`config.mk`:
```
export PLATFORM = sky130hd
export DESIGN_NAME = ssi_slave
export DESIGN_NICKNAME = d
export VERILOG_FILES = /design/src/rtl/ssi_pkg.sv /design/src/rtl/ssi_edge_sync.sv /design/src/rtl/ssi_monoflop.sv /design/src/rtl/ssi_load_reg.sv /design/src/rtl/ssi_shifter.sv /design/src/rtl/ssi_slave.sv
export SDC_FILE = /design/constraint.sdc
export NUM_CORES = 1
export LEC_CHECK = 0
export BUFFER_PORTS_ARGS = -buffer_cell sky130_fd_sc_hd__buf_2
export CORE_MARGIN = 8
export CORE_UTILIZATION = 55
export DETAILED_ROUTE_END_ITERATION = 8
export GPL_TIMING_DRIVEN = 0
export PLACE_DENSITY = 0.7
export REMOVE_ABC_BUFFERS = 1
export SLEW_MARGIN = 20
export SYNTH_ARGS = -nofsm -noshare
export SYNTH_HDL_FRONTEND = slang
export SYNTH_SLANG_ARGS = --single-unit
```
`constraint.sdc`:
```
create_clock -name clk_i -period 3.07 [get_ports clk_i]
set_input_delay 0.614 -clock clk_i [delete_from_list [all_inputs] [get_ports clk_i]]
set_output_delay 0.614 -clock clk_i [all_outputs]
set_load 0.02 [all_outputs]
```
`src/rtl/ssi_pkg.sv`:
```
package ssi_pkg;
  typedef struct packed {
    logic rise;
    logic fall;
  } ssi_edge_t;
endpackage

```
`src/rtl/ssi_edge_sync.sv`:
```
module ssi_edge_sync #(
  parameter int STAGES = 2
) (
  input  logic               clk_i,
  input  logic               rst_ni,
  input  logic               async_i,
  output ssi_pkg::ssi_edge_t edge_o
);
  localparam int PW = STAGES + 1;

  logic [PW-1:0] pipe_q;

  // idle-high line: reset to 1 so no spurious edge after reset
  always_ff @(posedge clk_i or negedge rst_ni) begin
    if (!rst_ni) pipe_q <= '1;
    else         pipe_q <= {pipe_q[PW-2:0], async_i};
  end

  assign edge_o.rise = pipe_q[STAGES-1] & ~pipe_q[STAGES];
  assign edge_o.fall = ~pipe_q[STAGES-1] & pipe_q[STAGES];
endmodule

```
`src/rtl/ssi_monoflop.sv`:
```
module ssi_monoflop #(
  parameter int TIMEOUT_CYC = 2000
) (
  input  logic clk_i,
  input  logic rst_ni,
  input  logic active_i,
  input  logic any_edge_i,
  output logic expire_o
);
  localparam int TW = (TIMEOUT_CYC > 2) ? $clog2(TIMEOUT_CYC) : 1;
  localparam logic [TW-1:0] LAST = TW'(TIMEOUT_CYC - 1);

  logic [TW-1:0] cnt_q;

  assign expire_o = active_i & ~any_edge_i & (cnt_q == LAST);

  always_ff @(posedge clk_i or negedge rst_ni) begin
    if (!rst_ni)                             cnt_q <= '0;
    else if (!active_i || any_edge_i || expire_o) cnt_q <= '0;
    else                                     cnt_q <= cnt_q + 1'b1;
  end

  AST_EXPIRE_SINGLE: assert property (@(posedge clk_i) disable iff (!rst_ni)
    expire_o |=> !expire_o);
endmodule

```
`src/rtl/ssi_load_reg.sv`:
```
module ssi_load_reg #(
  parameter int NBITS = 24
) (
  input  logic             clk_i,
  input  logic             rst_ni,
  input  logic             we_i,
  input  logic [NBITS-1:0] data_i,
  input  logic             active_i,
  input  logic             expire_i,
  output logic [NBITS-1:0] load_o
);
  logic [NBITS-1:0] load_q, pend_q;
  logic             pend_vld_q;

  always_ff @(posedge clk_i or negedge rst_ni) begin
    if (!rst_ni) begin
      load_q     <= '0;
      pend_q     <= '0;
      pend_vld_q <= 1'b0;
    end else if (expire_i) begin
      // frame closes: newest value wins
      if (we_i)            load_q <= data_i;
      else if (pend_vld_q) load_q <= pend_q;
      pend_vld_q <= 1'b0;
    end else if (we_i) begin
      if (active_i) begin
        pend_q     <= data_i;
        pend_vld_q <= 1'b1;
      end else begin
        load_q <= data_i;
      end
    end
  end

  assign load_o = load_q;

  AST_HOLD_IN_FRAME: assert property (@(posedge clk_i) disable iff (!rst_ni)
    (active_i && !expire_i) |=> $stable(load_q));
endmodule

```
`src/rtl/ssi_shifter.sv`:
```
module ssi_shifter #(
  parameter int NBITS = 24
) (
  input  logic               clk_i,
  input  logic               rst_ni,
  input  ssi_pkg::ssi_edge_t edge_i,
  input  logic               expire_i,
  input  logic [NBITS-1:0]   load_i,
  output logic               active_o,
  output logic               dat_o
);
  localparam int CW = $clog2(NBITS + 1);
  localparam logic [CW-1:0] LAST = CW'(NBITS);

  logic             active_q, dat_q;
  logic [CW-1:0]    cnt_q;
  logic [NBITS-1:0] sh_q;

  always_ff @(posedge clk_i or negedge rst_ni) begin
    if (!rst_ni) begin
      active_q <= 1'b0;
      dat_q    <= 1'b1;
      cnt_q    <= '0;
      sh_q     <= '0;
    end else if (expire_i) begin
      active_q <= 1'b0;
      dat_q    <= 1'b1;
      cnt_q    <= '0;
    end else if (!active_q) begin
      if (edge_i.fall) begin
        active_q <= 1'b1;
        sh_q     <= load_i;
        cnt_q    <= '0;
      end
    end else if (edge_i.rise) begin
      if (cnt_q < LAST) begin
        dat_q <= sh_q[NBITS-1];
        sh_q  <= {sh_q[NBITS-2:0], 1'b0};
        cnt_q <= cnt_q + 1'b1;
      end else begin
        dat_q <= 1'b0; // terminating pulse: never start a new word
      end
    end
  end

  assign active_o = active_q;
  assign dat_o    = dat_q;

  AST_IDLE_HIGH: assert property (@(posedge clk_i) disable iff (!rst_ni)
    !active_q |-> dat_q);
  AST_CNT_BOUND: assert property (@(posedge clk_i) disable iff (!rst_ni)
    cnt_q <= LAST);
  AST_NO_SHIFT_AFTER_LAST: assert property (@(posedge clk_i) disable iff (!rst_ni)
    (active_q && cnt_q == LAST && edge_i.rise && !expire_i) |=> !dat_q);
  AST_EXPIRE_ENDS: assert property (@(posedge clk_i) disable iff (!rst_ni)
    expire_i |=> (!active_q && dat_q));
endmodule

```
`src/rtl/ssi_slave.sv`:
```
module ssi_slave #(
  parameter int NBITS       = 24,
  parameter int TIMEOUT_CYC = 2000,
  parameter int SYNC_STAGES = 2
) (
  input  logic             clk_i,
  input  logic             rst_ni,
  input  logic             ssi_clk_i,
  output logic             ssi_dat_o,
  input  logic             ld_we_i,
  input  logic [NBITS-1:0] ld_data_i
);
  ssi_pkg::ssi_edge_t edge_s;
  logic               active_s, expire_s;
  logic [NBITS-1:0]   load_s;

  ssi_edge_sync #(.STAGES(SYNC_STAGES)) u_sync (
    .clk_i   (clk_i),
    .rst_ni  (rst_ni),
    .async_i (ssi_clk_i),
    .edge_o  (edge_s)
  );

  ssi_monoflop #(.TIMEOUT_CYC(TIMEOUT_CYC)) u_mono (
    .clk_i      (clk_i),
    .rst_ni     (rst_ni),
    .active_i   (active_s),
    .any_edge_i (edge_s.rise | edge_s.fall),
    .expire_o   (expire_s)
  );

  ssi_load_reg #(.NBITS(NBITS)) u_load (
    .clk_i    (clk_i),
    .rst_ni   (rst_ni),
    .we_i     (ld_we_i),
    .data_i   (ld_data_i),
    .active_i (active_s),
    .expire_i (expire_s),
    .load_o   (load_s)
  );

  ssi_shifter #(.NBITS(NBITS)) u_shift (
    .clk_i    (clk_i),
    .rst_ni   (rst_ni),
    .edge_i   (edge_s),
    .expire_i (expire_s),
    .load_i   (load_s),
    .active_o (active_s),
    .dat_o    (ssi_dat_o)
  );

  AST_OUT_HIGH_AT_END: assert property (@(posedge clk_i) disable iff (!rst_ni)
    $fell(active_s) |-> ssi_dat_o);
endmodule

```
Yosys cells after proc, flatten, opt, wreduce, memory -nomap -nowiden
Cells that the tools add are included.

cells by class
  add/sub/neg operators = 2
  order comparisons = 1
  equal/unequal tests = 6
  multiplexer cells = 25
  bitwise operators = 9
  reduce and logical (&&, ||, !) cells = 15

operators with widths
  operator                                            count
  2-to-1 mux 24 bit                                   9
  2-to-1 mux 5 bit                                    5
  adder 11 x 1 -> 11 bit (second input constant)      1
  == test 11 bit (second input constant)              1
  2-to-1 mux 11 bit                                   1
  2-to-1 mux 1 bit                                    10
  nonzero test 2 bit                                  5
  AND reduction 3 bit                                 3
  != test 2 bit (second input constant)               3
  != test 3 bit (second input constant)               2
  adder 5 x 1 -> 5 bit (second input constant)        1
  less-than comparator 5 bit (second input constant)  1
  bitwise AND 1 bit                                   4
  inverter 1 bit                                      4
  AND reduction 2 bit                                 2
  AND reduction 4 bit                                 1
  nonzero test 3 bit                                  1
  logical OR 1 bit                                    2
  logical NOT 1 bit                                   1
  bitwise OR 1 bit                                    1

storage, ports and cells
  register bits = 94
  bits of input ports = 28
  output and inout port bits = 1
  word-level logic and storage cells = 67

Depth between registers and ports, before layout
Gate-level depths: netlist (run 1).

  depth after elaboration = 8
  depth in mapped cells = 8
  gate-level depth less buffers = 6

Hierarchy
A second synthesis (run 1) with hierarchy kept.

unflattened totals
  cells, all modules = 340
  area total of the unflattened synthesis = 4645.7 µm²

by module, submodules not included
  module         instances  cells each  area each (µm²)  seq. area each (µm²)
  ssi_load_reg   1          135         2293.4           1226.2
  ssi_shifter    1          142         1664.1           777.0
  ssi_monoflop   1          57          588.1            275.3
  ssi_edge_sync  1          5           93.8             78.8
  ssi_slave      1          1           6.3              0.0

Least setup slack after synthesis (run 1)
Ideal clock, no wire load.

  path kind = register to register
  from = reg u_sync.pipe_q[1]
  to = reg u_load.pend_q[10]
  library setup time = 125 ps
  arrival time = 2028 ps
  required time = 2945 ps
  setup slack = 917 ps
  cell stages (with the launch flop) = 8
  buffers on the path = 1
  clock period less this slack = 2153 ps
  path through = dfstp_2 inv_1 ha_1 inv_1 o41ai_4 nor2_2 buf_6 mux2_4

between the ends
  longest elaborated chain between the ends = 8
  elaborated cells between the ends (all ways) = 9
  classes of those cells = 8 x bitwise; 1 x reduce/logical

ends and longest elaborated chain
  item                                    RTL line             RTL
  from (decl)                             ssi_edge_sync.sv:11  logic [PW-1:0] pipe_q;
  from (signal assigned)                  ssi_edge_sync.sv:16  else pipe_q <= {pipe_q[PW-2:0], async_i};
  inverter 1 bit                          ssi_edge_sync.sv:20  assign edge_o.fall = ~pipe_q[STAGES-1] & pipe_q[STAGES];
  bitwise AND 1 bit                       ssi_edge_sync.sv:20
  bitwise OR 1 bit *                      ssi_slave.sv:28      .any_edge_i (edge_s.rise | edge_s.fall),
  inverter 1 bit *                        ssi_monoflop.sv:15   assign expire_o = active_i & ~any_edge_i & (cnt_q == LAST);
  bitwise AND 1 bit * (2 in series)       ssi_monoflop.sv:15
  inverter 1 bit (no source line) *       -
  AND reduction 3 bit (no source line) *  -
  to (signal assigned)                    ssi_load_reg.sv:27   pend_q <= data_i;
  to (decl)                               ssi_load_reg.sv:12   logic [NBITS-1:0] load_q, pend_q;

Mark *: on every way between the ends. The rest lies on a longest branch, timed or not.
A chain may end at the register's enable or synchronous reset.

Final worst setup path (run 1)
  from = in ld_we_i
  to = reg u_load.load_q[11] (netlist: u_load.load_o[11])

between the ends
  longest elaborated chain between the ends = 2
  elaborated cells between the ends (all ways) = 5
  classes of those cells = 2 x mux; 3 x reduce/logical

ends and longest elaborated chain
  item                                                                       RTL line            RTL
  from (decl)                                                                ssi_slave.sv:10     input logic ld_we_i,
  nonzero test 2 bit (no source line) or 2-to-1 mux 24 bit (tied branches)   -
  AND reduction 3 bit (no source line) or 2-to-1 mux 24 bit (tied branches)  -
  to (signal assigned)                                                       ssi_load_reg.sv:22  if (we_i) load_q <= data_i;
  to (signal assigned)                                                       ssi_load_reg.sv:23  else if (pend_vld_q) load_q <= pend_q;
  to (signal assigned)                                                       ssi_load_reg.sv:30  load_q <= data_i;
  to (decl)                                                                  ssi_load_reg.sv:12

Several ways; a longest one is shown, not always the timed one.

==> flow_metrics.tcl, run 1 <==
set metrics [dict create \
    status "finished clean" \
    yosys_most_used_dff "dfrtp_1" \
    multi_input_area_um2 1910 \
    skew_ns 0.0103 \
    grt_max_degree 62 \
    antenna_found_initial 0 \
    grt-ovfl-total 0 \
    rsz0062_at_grt "no" \
    cts_sinks 94 \
    first_pass_iters 4 \
    cpMaxStageDelayCell "nand2_2" \
    worstSetupPathType "in -> reg" \
    worstReg2RegStart "u_shift.active_o" \
    num_rows 32 \
    synth_seq_area_share 0.538 \
    routed_wl_mm 8.62 \
    setup_viol_count_final 0 \
    drv_cap 0 \
    peakVddDrop_uv 290 \
    final-hold-violation-count 0 \
    cts_root_buf "clkbuf_8" \
    hp-class "in -> async" \
    fin_util 0.636 \
    register_area_um2 2360 \
    tightest_slew_ns 0.821 \
    fmax_mhz 383 \
    htreeDepth 3 \
    wire_per_inst_um 17.3 \
    slew_viol_final 0 \
    grt_pass1_wl_mm 14.7 \
    viasPerCell 5.83 \
    synth_top_area_cell "dfrtp_1" \
    diodes 0 \
    cts_tree "built" \
    grt_usage 0.161 \
    avgSynthCellArea_um2 12.0 \
    total_power_uw 3120 \
    cp_slowest_stage_delay_ns 0.58 \
    power.leakage_uw 0.00217 \
    synth.ff_latch_count 94 \
    nFillCells 610 \
    drive_gt1_frac 0.351 \
    clk_latency_ns 0.35 \
    cp_data_required_time_ns 3.27 \
    r2r_slack_ns 0.48 \
    syn-instance-count 366 \
    cp-end-kind "flip-flop" \
    clockBufferDepth 2 \
    syn-cell-area_um2 4390 \
    power_density_nw_per_um2 634 \
    synth.top_cell.area_share 0.514 \
    synth_cell_types 40 \
    cp_top_family "simple AND/OR/NAND/NOR gates" \
    crit_chain "buf_2 > clkinv_2 > nand2_2 > and2_2 > a31oi_1" \
    arrival_ns 2.81 \
    netlist_top_cells_area "dfrtp_1 51%, mux2_2 13%, mux2_4 6.8%" \
    drt-initial-drc-count 99 \
    final_nets 423 \
    max_slew_margin 0.452 \
    area_delta_synth_final_pct 12.1 \
    synth_edf_count 0 \
    drc_errors 0 \
    core_um2 7730 \
    die_area_um2 11100 \
    ys_warn_count 0 \
    first_global_vias 2996 \
    start_util 0.568 \
    vias 2903 \
    synth-async-reset-ratio 1.00 \
    die_height_um 105 \
    critPathMaxFanout 26 \
    hpwl_mm 5.50 \
    rr_endpoint "u_shift.sh_q[8]" \
    die_w_um 105 \
    startpoint_type "input pin" \
    layout_common_cells "89 x dfrtp_1, 51 x mux2_2, 30 x buf_2" \
    period_share 0.850 \
    port_buffers 28 \
    final_common_cell "dfrtp_1" \
    ioPinCount 29 \
    ant_nets 0 \
    rr_worst_depth 5 \
    period_minus_slack_ns 2.61 \
    clk_pin_slew_ns 0.09 \
    cp_num_buf_inv 2 \
    cts_buffers 9 \
    gp_congestion 0.749 \
]
[metal layers]
metal | track usage | wire (um)
met1 | 0.218 | 4160
met2 | 0.250 | 4080
met3 | 0.0463 | 298
met4 | 0.0377 | 72
met5 | 0 | 0
[worst max-delay path by stage]
stage / startpoint / end / depth (start not counted)
after floorplan: u_shift.active_o / u_shift.cnt_q[0] / 4
after global placement: u_shift.active_o / u_shift.cnt_q[0] / 4
after detailed placement: ld_we_i / u_load.load_o[10] / 5
after CTS: u_sync.pipe_q[1] / u_load.load_o[7] / 8
after global routing: ld_we_i / u_load.load_o[1] / 5
final: ld_we_i / u_load.load_o[11] / 5
[sequential cells by signal, summed over array words and instances (netlist names)]
signal	cells
u_load.load_o	24
u_load.pend_q	24
u_load.pend_vld_q	1
u_mono.cnt_q	11
u_shift.active_o	1
u_shift.cnt_q	5
u_shift.dat_o	1
u_shift.sh_q	24
u_sync.pipe_q	3
[through the flow]
step / setup WS [ns] / setup TNS, ns / instances / area (um2) / hold WS [ns]
floorplan: -0.813 / -16.98 / 342 / 4270 / 0.318
global placement: -2.81 / -109.90 / 472 / 4540 / 0.351
detailed placement: -0.995 / -24.73 / 481 / 4680 / 0.350
CTS: 0.198 / 0 / 497 / 4910 / 0.134
global route: 0.298 / 0 / 498 / 4920 / 0.134
finish: 0.459 / 0 / 498 / 4920 / 0.141
[layout make-up]
type | count | share of cell area
timing repair buffer | 38 | 0.0547
inverter | 6 | 0.00483
tap | 102 | 0.0260
sequential | 94 | 0.480
multi-input combinational | 242 | 0.389
clock buffer | 11 | 0.0288
clock inverter | 5 | 0.0168
[report_power, final]
| group | total (uW) | switching [uW] | internal, uW |
|---|---|---|---|
| clock network | 913 | 430 | 483 |
| registers | 1660 | 154 | 1510 |
| logic | 542 | 213 | 329 |
| total | 3120 | 797 | 2320 |
[Yosys cell counts, types with 5 or more instances]
master and instances:
xor2_1 5, buf_2 10, o21ai_0 26, xnor2_1 5, inv_1 5, nor2_1 16, a21oi_1 26, mux2_2 51
clkbuf_1 11, a31oi_1 24, dfrtp_1 90, nand3_1 28, nand2_1 8, mux2_4 20
[timing repair]
item                                    in CTS  in global routing
pin swaps                                    0                  1
hold endpoints to repair                     0                  0
endpoints found under the setup margin      24                  9
resized for setup                            3                  0
hold buffers                                 0                  0
setup buffers                                0                  1
[cells by family (layout without fill, tap and decap cells)]
| family | count (synthesis) | count (layout) | share of synthesized area |
|---|---|---|---|
| flops | 94 | 94 | 0.538 |
| buf+inv | 30 | 60 | 0.0320 |
| fa+ha+maj | 4 | 4 | 0.0114 |
| compound gates | 86 | 86 | 0.116 |
| mux | 71 | 71 | 0.199 |
| xor+xnor | 10 | 10 | 0.0200 |
| simple gates | 71 | 71 | 0.0836 |
Power figures use the tool's default switching activity.
==> inputs of run 2 (changes only) <==
CORE_UTILIZATION = 54   (was 55)
PLACE_DENSITY = 0.72   (was 0.7)
clock period = 2.1 ns   (was 3.07 ns; I/O delays follow)
==> flow_metrics.tcl, run 2 (synthesis results as in run 1) <==
set metrics [dict create \
    power.leakage_uw 0.00236 \
    start_util 0.545 \
    num_rows 33 \
    cts_sinks 94 \
    diodes 0 \
    viasPerCell 6.09 \
    cp_top_family "simple AND/OR/NAND/NOR gates" \
    status "finished with violations" \
    r2r_slack_ns -0.05 \
    cts_root_buf "clkbuf_8" \
    drive_gt1_frac 0.412 \
    cts_tree "built" \
    startpoint_type "flip-flop" \
    period_minus_slack_ns 2.15 \
    cpMaxStageDelayCell "or4_4" \
    area_delta_synth_final_pct 21.4 \
    die_w_um 106 \
    rr_worst_depth 6 \
    core_um2 8050 \
    violations "setup timing" \
    vias 3212 \
    final_nets 449 \
    die_area_um2 11300 \
    final_common_cell "dfrtp_1" \
    drt-initial-drc-count 190 \
    clk_pin_slew_ns 0.09 \
    cp-end-kind "flip-flop" \
    max_slew_margin 0.466 \
    crit_chain "inv_2 > ha_4 > nand2_4 > or4_4 > o21ai_0 > a31oi_1" \
    skew_ns 0.0120 \
    slew_viol_final 0 \
    setup_viol_count_final 16 \
    worstSetupPathType "reg -> reg" \
    clk_latency_ns 0.36 \
    fin_util 0.661 \
    cp_data_required_time_ns 2.32 \
    first_pass_iters 4 \
    cts_buffers 9 \
    layout_common_cells "89 x dfrtp_1, 51 x mux2_2, 27 x nand3_1, 27 x buf_2, 26 x a21oi_1" \
    hpwl_mm 5.58 \
    tns_ns -0.171 \
    final-hold-violation-count 0 \
    power_density_nw_per_um2 881 \
    die_height_um 106 \
    post-place-ws_ns -1.76 \
    ant_nets 0 \
    clockBufferDepth 2 \
    cp_slowest_stage_delay_ns 0.65 \
    worstReg2RegStart "u_sync.pipe_q[1]" \
    grt_max_degree 68 \
    fin_ws_ns -0.0537 \
    first_global_vias 3270 \
    htreeDepth 3 \
    fmax_mhz 464 \
    peakVddDrop_uv 711 \
    period_share 1.03 \
    ioPinCount 29 \
    drv_cap 0 \
    crit_end "u_load.load_o[0]" \
    grt-ovfl-total 0 \
    gp_congestion 0.696 \
    drc_errors 0 \
    antenna_found_initial 0 \
    routed_wl_mm 10.6 \
    arrival_ns 2.37 \
    tightest_slew_ns 0.800 \
    grt_pass1_wl_mm 16.5 \
    port_buffers 28 \
    wire_per_inst_um 20.1 \
    critPathMaxFanout 6 \
    crit_start "u_sync.pipe_q[1]" \
    cp_num_buf_inv 1 \
    crit_cells 6 \
    grt_usage 0.182 \
    hp-class "in -> reg" \
    rsz0062_at_grt "yes" \
    rr_endpoint "u_load.load_o[0]" \
]
-- run 2: area by class of cell --
type / instances / area [um2]
sequential: 94 / 2360
clock inverter: 6 / 92.6
tap: 105 / 131
multi-input combinational: 245 / 2040
fill: 585 / 2730
timing repair buffer: 61 / 532
inverter: 6 / 27.5
clock buffer: 10 / 138
-- run 2: metrics by stage --
| step | instance area, um2 | cells | power, uW | hold WS (ns) |
|---|---|---|---|---|
| 2_1_floorplan | 4270 | 342 | 3010 | 0.124 |
| 3_3_place_gp | 4540 | 475 | 3190 | 0.350 |
| 3_5_place_dp | 4680 | 483 | 3260 | 0.305 |
| 4_1_cts | 5200 | 517 | 4670 | 0.151 |
| 5_1_grt | 5320 | 527 | 4920 | 0.145 |
| 6_report | 5320 | 527 | 4690 | 0.164 |
-- run 2: worst register-to-register path: cells and delay by family (launching register included) --
kind / cells / cell delay [ns]
adder cells (fa/ha/maj): 1 / 0.30
AND/OR/NAND/NOR: 2 / 0.73
flip-flops: 1 / 0.57
buffers and inverters: 1 / 0.05
AO/OA/AOI/OAI: 2 / 0.36
-- run 2: how the worst min path moves through the flow --
stage | startpoint | end | slack [ns] | depth (start not counted)
finish | ssi_clk_i | u_sync.pipe_q[0] | 0.16 | 1
global route | ssi_clk_i | u_sync.pipe_q[0] | 0.14 | 1
CTS | ssi_clk_i | u_sync.pipe_q[0] | 0.15 | 1
detailed placement | rst_ni | u_mono.cnt_q[5] | 0.31 | 1
global placement | u_sync.pipe_q[0] | u_sync.pipe_q[1] | 0.35 | 0
floorplan | rst_ni | u_load.load_o[0] | 0.12 | 0
-- run 2: per-layer routing --
layer,share of wire,global-route usage,wire (um),vias to the layer above
met2,0.48,0.294,5140,127
li1,-,-,-,1460
met5,0,0,0,-
met1,0.43,0.237,4600,1607
met4,0.020,0.0503,213,0
met3,0.061,0.0472,648,18
-- run 2: power by group --
| group | switching [uW] | leakage (uW) | total, uW | internal, uW |
|---|---|---|---|---|
| clock | 661 | 0.000109 | 1370 | 710 |
| combinational | 355 | 0.00113 | 879 | 524 |
| sequential | 233 | 0.00113 | 2440 | 2210 |
-- run 2: repair_timing --
action | CTS | global route
hold buffers | 1 | 0
gates cloned | 3 | 2
endpoints found under the hold margin | 23 | 0
buffers inserted | 14 | 11
pin swaps | 6 | 12
setup endpoints to repair | 77 | 71
resized for setup | 18 | 17
